**src/rtl/rwb_pkg.sv**
```systemverilog
package rwb_pkg;
  localparam int NUM_REGS = 4;
  // word index inside the window
  localparam int IDX_CMD  = 0;
  localparam int IDX_ADDR = 1;
  localparam int IDX_RDAT = 2;
  localparam int IDX_WDAT = 3;
  // command word bits
  localparam int BIT_RD   = 0;
  localparam int BIT_WR   = 1;
  localparam int BIT_ACK  = 2;
  localparam int CMD_W    = 3;

  typedef enum logic [1:0] {
    ST_IDLE = 2'd0,
    ST_BUSY = 2'd1,
    ST_DONE = 2'd2
  } bstate_e;
endpackage

```
**src/rtl/rwb_host_if.sv**
```systemverilog
module rwb_host_if
  import rwb_pkg::*;
#(
  parameter int          HOST_AW  = 12,
  parameter int          DW       = 32,
  parameter logic [31:0] WIN_BASE = 32'h400
) (
  input  logic                          clk_i,
  input  logic                          rst_ni,
  input  logic                          h_wr_i,
  input  logic                          h_rd_i,
  input  logic [HOST_AW-1:0]            h_addr_i,
  input  logic [NUM_REGS-1:0][DW-1:0]   regs_i,
  output logic [NUM_REGS-1:0]           wr_sel_o,
  output logic [DW-1:0]                 h_rdata_o,
  output logic                          h_rvalid_o
);
  localparam int IDX_W   = $clog2(NUM_REGS);
  localparam int LSB     = 2;
  localparam int TAG_LSB = LSB + IDX_W;
  localparam logic [HOST_AW-1:0] BASE = WIN_BASE[HOST_AW-1:0];

  logic             hit;
  logic [IDX_W-1:0] idx;

  assign hit = (h_addr_i[HOST_AW-1:TAG_LSB] == BASE[HOST_AW-1:TAG_LSB]) &&
               (h_addr_i[LSB-1:0] == '0);
  assign idx = h_addr_i[TAG_LSB-1:LSB];

  for (genvar g = 0; g < NUM_REGS; g++) begin : g_sel
    assign wr_sel_o[g] = h_wr_i && hit && (idx == IDX_W'(g));
  end

  always_ff @(posedge clk_i or negedge rst_ni) begin
    if (!rst_ni) begin
      h_rdata_o  <= '0;
      h_rvalid_o <= 1'b0;
    end else begin
      h_rvalid_o <= h_rd_i;
      if (h_rd_i) h_rdata_o <= hit ? regs_i[idx] : '0;
    end
  end
endmodule

```
**src/rtl/rwb_cmd_fsm.sv**
```systemverilog
module rwb_cmd_fsm
  import rwb_pkg::*;
#(
  parameter int          DW     = 32,
  parameter logic [31:0] DS_MAX = 32'hFFF
) (
  input  logic                clk_i,
  input  logic                rst_ni,
  input  logic [NUM_REGS-1:0] wr_sel_i,
  input  logic [DW-1:0]       wdata_i,
  output logic [CMD_W-1:0]    cmd_o,
  output logic [DW-1:0]       addr_o,
  output logic [DW-1:0]       wdat_o,
  output logic [DW-1:0]       rdat_o,
  output logic                ds_req_o,
  output logic                ds_we_o,
  input  logic [DW-1:0]       ds_rdata_i,
  input  logic                ds_ready_i
);
  localparam logic [DW-1:0] LIMIT = DW'(DS_MAX);

  bstate_e          state_q;
  logic [CMD_W-1:0] cmd_q;
  logic [DW-1:0]    addr_q, wdat_q, rdat_q;
  logic [1:0]       op;

  assign op = wdata_i[BIT_WR:BIT_RD];

  always_ff @(posedge clk_i or negedge rst_ni) begin
    if (!rst_ni) begin
      state_q <= ST_IDLE;
      cmd_q   <= '0;
      addr_q  <= '0;
      wdat_q  <= '0;
      rdat_q  <= '0;
    end else begin
      // operand registers frozen while a transfer is in flight
      if (state_q != ST_BUSY) begin
        if (wr_sel_i[IDX_ADDR]) addr_q <= wdata_i;
        if (wr_sel_i[IDX_WDAT]) wdat_q <= wdata_i;
      end
      unique case (state_q)
        ST_IDLE: begin
          if (wr_sel_i[IDX_CMD] && (op != 2'b00)) begin
            if (op == 2'b11) begin
              cmd_q   <= {1'b1, op};
              rdat_q  <= '0;
              state_q <= ST_DONE;
            end else if (addr_q > LIMIT) begin
              cmd_q   <= {1'b1, op};
              if (op[BIT_RD]) rdat_q <= '0;
              state_q <= ST_DONE;
            end else begin
              cmd_q   <= {1'b0, op};
              state_q <= ST_BUSY;
            end
          end
        end
        ST_BUSY: begin
          if (ds_ready_i) begin
            cmd_q[BIT_ACK] <= 1'b1;
            if (cmd_q[BIT_RD]) rdat_q <= ds_rdata_i;
            state_q <= ST_DONE;
          end
        end
        ST_DONE: begin
          if (wr_sel_i[IDX_CMD] && (wdata_i == '0)) begin
            cmd_q   <= '0;
            state_q <= ST_IDLE;
          end
        end
        default: state_q <= ST_IDLE;
      endcase
    end
  end

  assign ds_req_o = (state_q == ST_BUSY);
  assign ds_we_o  = cmd_q[BIT_WR];
  assign cmd_o    = cmd_q;
  assign addr_o   = addr_q;
  assign wdat_o   = wdat_q;
  assign rdat_o   = rdat_q;
endmodule

```
**src/rtl/reg_window_bridge.sv**
```systemverilog
module reg_window_bridge
  import rwb_pkg::*;
#(
  parameter int          HOST_AW  = 12,
  parameter int          DW       = 32,
  parameter logic [31:0] WIN_BASE = 32'h400,
  parameter logic [31:0] DS_MAX   = 32'hFFF
) (
  input  logic               clk_i,
  input  logic               rst_ni,
  input  logic               h_wr_i,
  input  logic               h_rd_i,
  input  logic [HOST_AW-1:0] h_addr_i,
  input  logic [DW-1:0]      h_wdata_i,
  output logic [DW-1:0]      h_rdata_o,
  output logic               h_rvalid_o,
  output logic               ds_req_o,
  output logic               ds_we_o,
  output logic [DW-1:0]      ds_addr_o,
  output logic [DW-1:0]      ds_wdata_o,
  input  logic [DW-1:0]      ds_rdata_i,
  input  logic               ds_ready_i
);
  logic [NUM_REGS-1:0]         wr_sel;
  logic [NUM_REGS-1:0][DW-1:0] reg_view;
  logic [CMD_W-1:0]            cmd_q;
  logic [DW-1:0]               cmd_word, addr_q, wdat_q, rdat_q;

  assign cmd_word           = DW'(cmd_q);
  assign reg_view[IDX_CMD]  = cmd_word;
  assign reg_view[IDX_ADDR] = addr_q;
  assign reg_view[IDX_RDAT] = rdat_q;
  assign reg_view[IDX_WDAT] = wdat_q;

  rwb_host_if #(.HOST_AW(HOST_AW), .DW(DW), .WIN_BASE(WIN_BASE)) u_host (
    .clk_i      (clk_i),
    .rst_ni     (rst_ni),
    .h_wr_i     (h_wr_i),
    .h_rd_i     (h_rd_i),
    .h_addr_i   (h_addr_i),
    .regs_i     (reg_view),
    .wr_sel_o   (wr_sel),
    .h_rdata_o  (h_rdata_o),
    .h_rvalid_o (h_rvalid_o)
  );

  rwb_cmd_fsm #(.DW(DW), .DS_MAX(DS_MAX)) u_fsm (
    .clk_i      (clk_i),
    .rst_ni     (rst_ni),
    .wr_sel_i   (wr_sel),
    .wdata_i    (h_wdata_i),
    .cmd_o      (cmd_q),
    .addr_o     (addr_q),
    .wdat_o     (wdat_q),
    .rdat_o     (rdat_q),
    .ds_req_o   (ds_req_o),
    .ds_we_o    (ds_we_o),
    .ds_rdata_i (ds_rdata_i),
    .ds_ready_i (ds_ready_i)
  );

  assign ds_addr_o  = addr_q;
  assign ds_wdata_o = wdat_q;
endmodule

```
**config.mk**
```make
export PLATFORM = sky130hd
export DESIGN_NAME = reg_window_bridge
export DESIGN_NICKNAME = d
export VERILOG_FILES = /design/src/rtl/rwb_pkg.sv /design/src/rtl/rwb_host_if.sv /design/src/rtl/rwb_cmd_fsm.sv /design/src/rtl/reg_window_bridge.sv
export SDC_FILE = /design/constraint.sdc
export NUM_CORES = 1
export LEC_CHECK = 0
export ABC_CLOCK_PERIOD_IN_PS = 4500
export BUFFER_PORTS_ARGS = -buffer_cell sky130_fd_sc_hd__buf_2
export CORE_MARGIN = 5
export CORE_UTILIZATION = 50
export DETAILED_ROUTE_END_ITERATION = 10
export PLACE_DENSITY = 0.75
export SLEW_MARGIN = 15
export SYNTH_ARGS = -nofsm -noshare
export SYNTH_HDL_FRONTEND = slang
export SYNTH_HIERARCHICAL = 1
export SYNTH_SLANG_ARGS = --single-unit
```
**constraint.sdc**
```tcl
create_clock -name clk_i -period 4.5 [get_ports clk_i]
set_clock_uncertainty 0.1 [all_clocks]
set_input_delay 0.225 -clock clk_i [delete_from_list [all_inputs] [get_ports clk_i]]
set_output_delay 0.225 -clock clk_i [all_outputs]
set_load 0.03 [all_outputs]
```
* Word-level counts from Yosys, hierarchy flattened
Cells that the tools add are included.
** Storage, ports and cells
- Register bits :: 134
- Input port bits :: 81
- Output and inout bits :: 99
- Word-level logic and storage cells :: 67
** Operators by class
- $lt $le $gt $ge :: 2
- Eq/ne operators :: 13
- Mux-type cells :: 23
- Reduce and logical (&&, ||, !) cells :: 21
** Operators by type and width (number)
- 32-bit two-way mux :: 8
- 32-bit binary-select mux with 2-bit select :: 1
- 32-bit case mux with 2 select lines :: 1
- 32-bit by 12-bit > comparator with 1-bit output (second input constant) :: 1
- 32-bit zero test :: 1
- 3-bit two-way mux :: 4
- 2-bit two-way mux :: 5
- 2-bit by 1-bit inequality test with 1-bit output (second input constant) :: 5
- 8-bit by 7-bit equality test with 1-bit output (second input constant) :: 1
- 1-bit logical AND :: 7
- 2-bit equality test (second input constant) :: 3
- 2-bit zero test :: 3
- 2-bit case mux with 3 select lines :: 1
- 3-bit AND reduction :: 2
- 6-bit AND reduction :: 1
- 2-bit nonzero test :: 3
- 2-bit by 1-bit equality test with 1-bit output (second input constant) :: 2
- 2-bit case mux with 2 select lines :: 1
- 2-bit AND reduction :: 2
- 4-bit AND reduction :: 1
- 2-bit by 3-bit < comparator with 1-bit output (second input constant) :: 1
- 3-bit by 1-bit inequality test with 1-bit output (second input constant) :: 1
- 3-bit by 2-bit inequality test with 1-bit output (second input constant) :: 1
- 1-bit case mux with 3 select lines :: 1
- other kinds (2) :: 2

* Logic depth before layout (Yosys ltp)
- Depth in word-level cells :: 7
- Mapped depth :: 10
- Mapped depth without buffers :: 8

* Modules after synthesis
Netlist, hierarchy kept.
** Modules (own cells, without submodules)
- rwb_cmd_fsm :: instances 1, cells each 328, area each 4271.6 µm², seq. area each 2527.4 µm²
- rwb_host_if :: instances 1, cells each 128, area each 2083.2 µm², seq. area each 825.8 µm²
- reg_window_bridge :: instances 1, cells each 1, area each 3.8 µm², seq. area each 0.0 µm²

* Worst setup path before layout
No wires, ideal clock.
- Kind :: input to register
- Start point :: input h_addr_i[11]
- End point :: register u_fsm.state_q[1]
- Library setup time :: 0.126 ns
- Data arrival time :: 1.980 ns
- Data required time :: 4.274 ns
- Slack :: 2.294 ns
- Stages :: 8
- Buffers on the path :: 0
- Cells stage by stage :: nor4b_1 > nand2_1 > nor2_1 > nor4b_1 > nand4_1 > o31ai_1 > nand2_1 > o32a_1
** On the way
- Cells in the longest elaborated chain, start to end :: 7
- Elaborated cells between the ends (all ways) :: 9
- Classes of those cells :: eq/ne: 3; reduce/logical: 6
** Ends and longest elaborated chain
- start: declaration :: RTL line reg_window_bridge.sv:13 : input logic [HOST_AW-1:0] h_addr_i,
- 8-bit by 7-bit equality test with 1-bit output (*) :: RTL line rwb_host_if.sv:26 : assign hit = (h_addr_i[HOST_AW-1:TAG_LSB] == BASE[HOST_AW-1:TAG_LSB]) &&
- 1-bit logical AND (*) :: RTL line rwb_host_if.sv:26
- 1-bit logical AND (*) (2 in a row) :: RTL line rwb_host_if.sv:31 : assign wr_sel_o[g] = h_wr_i && hit && (idx == IDX_W'(g));
- named net wr_sel[0] :: RTL line reg_window_bridge.sv:24 : logic [NUM_REGS-1:0] wr_sel;
- 1-bit logical AND, on equally long branches :: RTL line rwb_cmd_fsm.sv:67, rwb_cmd_fsm.sv:44
- 2-bit by 1-bit inequality test with 1-bit output (no source line)
- 3-bit AND reduction (no source line) (*)
- end signal: assignment :: RTL line rwb_cmd_fsm.sv:63 : state_q <= ST_DONE;
- end signal: assignment :: RTL line rwb_cmd_fsm.sv:69 : state_q <= ST_IDLE;
- end signal: assignment :: RTL line rwb_cmd_fsm.sv:72 : default: state_q <= ST_IDLE;
- end: declaration :: RTL line rwb_cmd_fsm.sv:22 : bstate_e state_q;
Mark *: on every way through the listed nets, which the timed path passes. The rest lies on a longest branch.
A chain may end at the register's enable or synchronous reset.

* Worst setup path after layout
- Start point :: register u_fsm.state_q[1]
- End point :: register u_fsm.wdat_q[19], in the netlist u_fsm/wdat_o[19]
** On the way
- Cells in the longest elaborated chain, start to end :: 2
** Ends and longest elaborated chain
- start signal: assignment :: RTL line rwb_cmd_fsm.sv:31 : state_q <= ST_IDLE;
- start signal: assignment :: RTL line rwb_cmd_fsm.sv:48 : state_q <= ST_DONE;
- start signal: assignment :: RTL line rwb_cmd_fsm.sv:52 : state_q <= ST_DONE;
- 2-bit by 1-bit inequality test with 1-bit output :: RTL line rwb_cmd_fsm.sv:38 : if (state_q != ST_BUSY) begin
- 2-bit AND reduction (no source line)
- end signal: assignment :: RTL line rwb_cmd_fsm.sv:40 : if (wr_sel_i[IDX_WDAT]) wdat_q <= wdata_i;
- end: declaration :: RTL line rwb_cmd_fsm.sv:24 : logic [DW-1:0] addr_q, wdat_q, rdat_q;
Every way passes these cells.

==> results.cfg <==
[worst_hold_path]
min_path_cells = 2
min_from = h_wdata_i[0]
min_path_type = input pin to flip-flop
whs_endpoint = u_fsm/addr_o[0]

[setup_path]
path_cells = inv_1 -> ha_2 -> nand2b_2 -> mux2_2
required_ns = 4.69
r2r_slack_ns = 1.56
worstSetupStartpointType = flip-flop
crit_arrival_ns = 3.14
r2r_start = u_fsm/state_q[1]
rr_endpoint = u_fsm/wdat_o[19]
cp_slowest_stage_delay_ns = 0.97
path_max_fanout = 40
crit_buf_inv = 1
worstSetupPathType = flip-flop to flip-flop
ff2ff_path_depth = 4
cp_top_family = simple AND/OR/NAND/NOR gates
crit_path_top_delay_cell = nand2b_2
crit_path_end_kind = flip-flop

[drt]
wl_mm = 17.90
vias = 4897
drt_pass1_iterations = 5
wire_per_inst_um = 19.89
vias_per_cell = 5.441
drcViolationCount = 0
drtAntennaViolNets = 0
first_iter_violations = 344

[placed_design]
dp_hpwl_mm = 11.66
dp_cells = 807
placement.cell_area_mm2 = 0.007383
globalplace.congestion = 0.8822
port-buffer-count = 179

[die]
dieArea_mm2 = 0.01505
initial_core_util_pct = 50.72
core-area_mm2 = 0.01252
fp-row-count = 41
die_h_um = 122.7
ios = 180
die_w_um = 122.7

[power]
power.density_mw_per_mm2 = 395.3
vdd_drop_max_mv = 0.2533
p_leak_nw = 4.429

[clock_tree]
cts.sinks = 134
cts.path.max_buffers = 2
clock_latency_ns = 0.42
cts_resized = 0
cts_inserted_buffers = 17
cts_tree = yes
cts.clk_slew.worst_paths_ns = 0.05
hold_buffers = 64
cts_setup_buffers = 0
cts_root_buf = clkbuf_16
htreeDepth = 4

[timing]
rsz0062_at_grt = false
fin_crit_sh_pct = 65.43
maxSlewViolCount = 0
max_freq_mhz = 339.6
slew_headroom_pct = 20.63
finalHoldViolCount = 0
setup_viol = 0
timing.setup.tns_ns = 0
worst_slew_pin_slew_ns = 1.183
min_period_ns = 2.945

[synthesis]
syn_inst = 455
syn_avg_cell_area_um2 = 13.95
netlist_area_mm2 = 0.006349
synth_warnings = 6

[job]
max-cap-violations = 0

[finish]
final_cell_count_no_fill = 900
design_area_mm2 = 0.008556
layout-drive-gt1-share_pct = 41.07
n_antenna_cell = 0
n_fill_cell = 901
nets = 803
area_growth_pct = 34.77

[global_route]
grt_max_degree = 105
first_global_vias = 5405
grt_use_total_pct = 25.09
grt_pass1_wl_mm = 28.37
gr-total-overflow = 0
antenna_found_initial = 0

[outcome]
status = finished clean
how the worst max path moves through the flow:
stage / startpoint / end / slack, ns / cells past startpoint
floorplan: h_addr_i[3] / u_fsm/state_q[1] / 2.30 / 10
global placement: h_addr_i[3] / u_fsm/rdat_o[21] / 1.64 / 8
detailed placement: h_addr_i[3] / u_fsm/rdat_o[26] / 1.52 / 8
CTS: u_fsm/state_q[1] / u_fsm/wdat_o[27] / 1.59 / 4
global route: u_fsm/state_q[1] / u_fsm/wdat_o[19] / 1.46 / 4
finish: u_fsm/state_q[1] / u_fsm/wdat_o[19] / 1.56 / 4
stage by stage:
stage	util (%)	power [mW]	hold slack [ns]	setup slack, ns
2_1_floorplan	-	1.891	-0.1706	2.302
3_3_place_gp	58.99	2.048	0.2593	1.637
3_5_place_dp	58.99	2.088	0.2651	1.521
4_1_cts	68.35	3.408	0.06829	1.587
5_1_grt	68.35	3.545	0.07432	1.463
6_report	68.35	3.382	0.08771	1.555
cell usage in the layout (no fill, tap or decap), types with 5 or more instances in the layout:
master and instances:
a22o_1 32, buf_2 178, clkbuf_16 17, conb_1 29, dfrtp_1 134, dlygate4sd3_1 64
inv_1 34, mux2_1 8, mux2_2 57, mux2i_1 33, mux4_1 5, mux4_2 27
nand2_1 38, nor2_1 5, nor4_1 10
flip-flops by register name (all words and copies together), names as in the netlist:
signal and count:
u_fsm/state_q 2, u_fsm/addr_o 32, u_fsm/wdat_o 32, u_fsm/rdat_o 32, u_fsm/cmd_o 3, u_host/h_rvalid_o 1
u_host/h_rdata_o 32
where the power goes:
part / internal [mW] / total, mW / switching [mW]
clock network: 0.789 / 1.26 / 0.470
registers: 1.37 / 1.47 / 0.0961
logic: 0.322 / 0.657 / 0.335
cell type report:
class / instances / area (um^2) / area share [%]
Sequential cell: 134 / 3353 / 39.19
Inverter: 35 / 131.4 / 1.536
Multi-Input combinational cell: 283 / 2751 / 32.16
Clock inverter: 5 / 50.05 / 0.5850
Clock buffer: 24 / 481.7 / 5.630
Timing Repair Buffer: 247 / 1573 / 18.38
Tap cell: 172 / 215.2 / 2.515
metal layers:
metal / GRT usage (%) / share of wire [%] / vias up / wire length [um]
li1: - / - / 2176 / -
met1: 29.98 / 39 / 2479 / 6953
met2: 42.30 / 51 / 204 / 9213
met3: 7.419 / 6.8 / 38 / 1226
met4: 10.64 / 2.8 / 0 / 506
met5: 0 / 0 / - / 0
(Power assumes the default switching activity.)
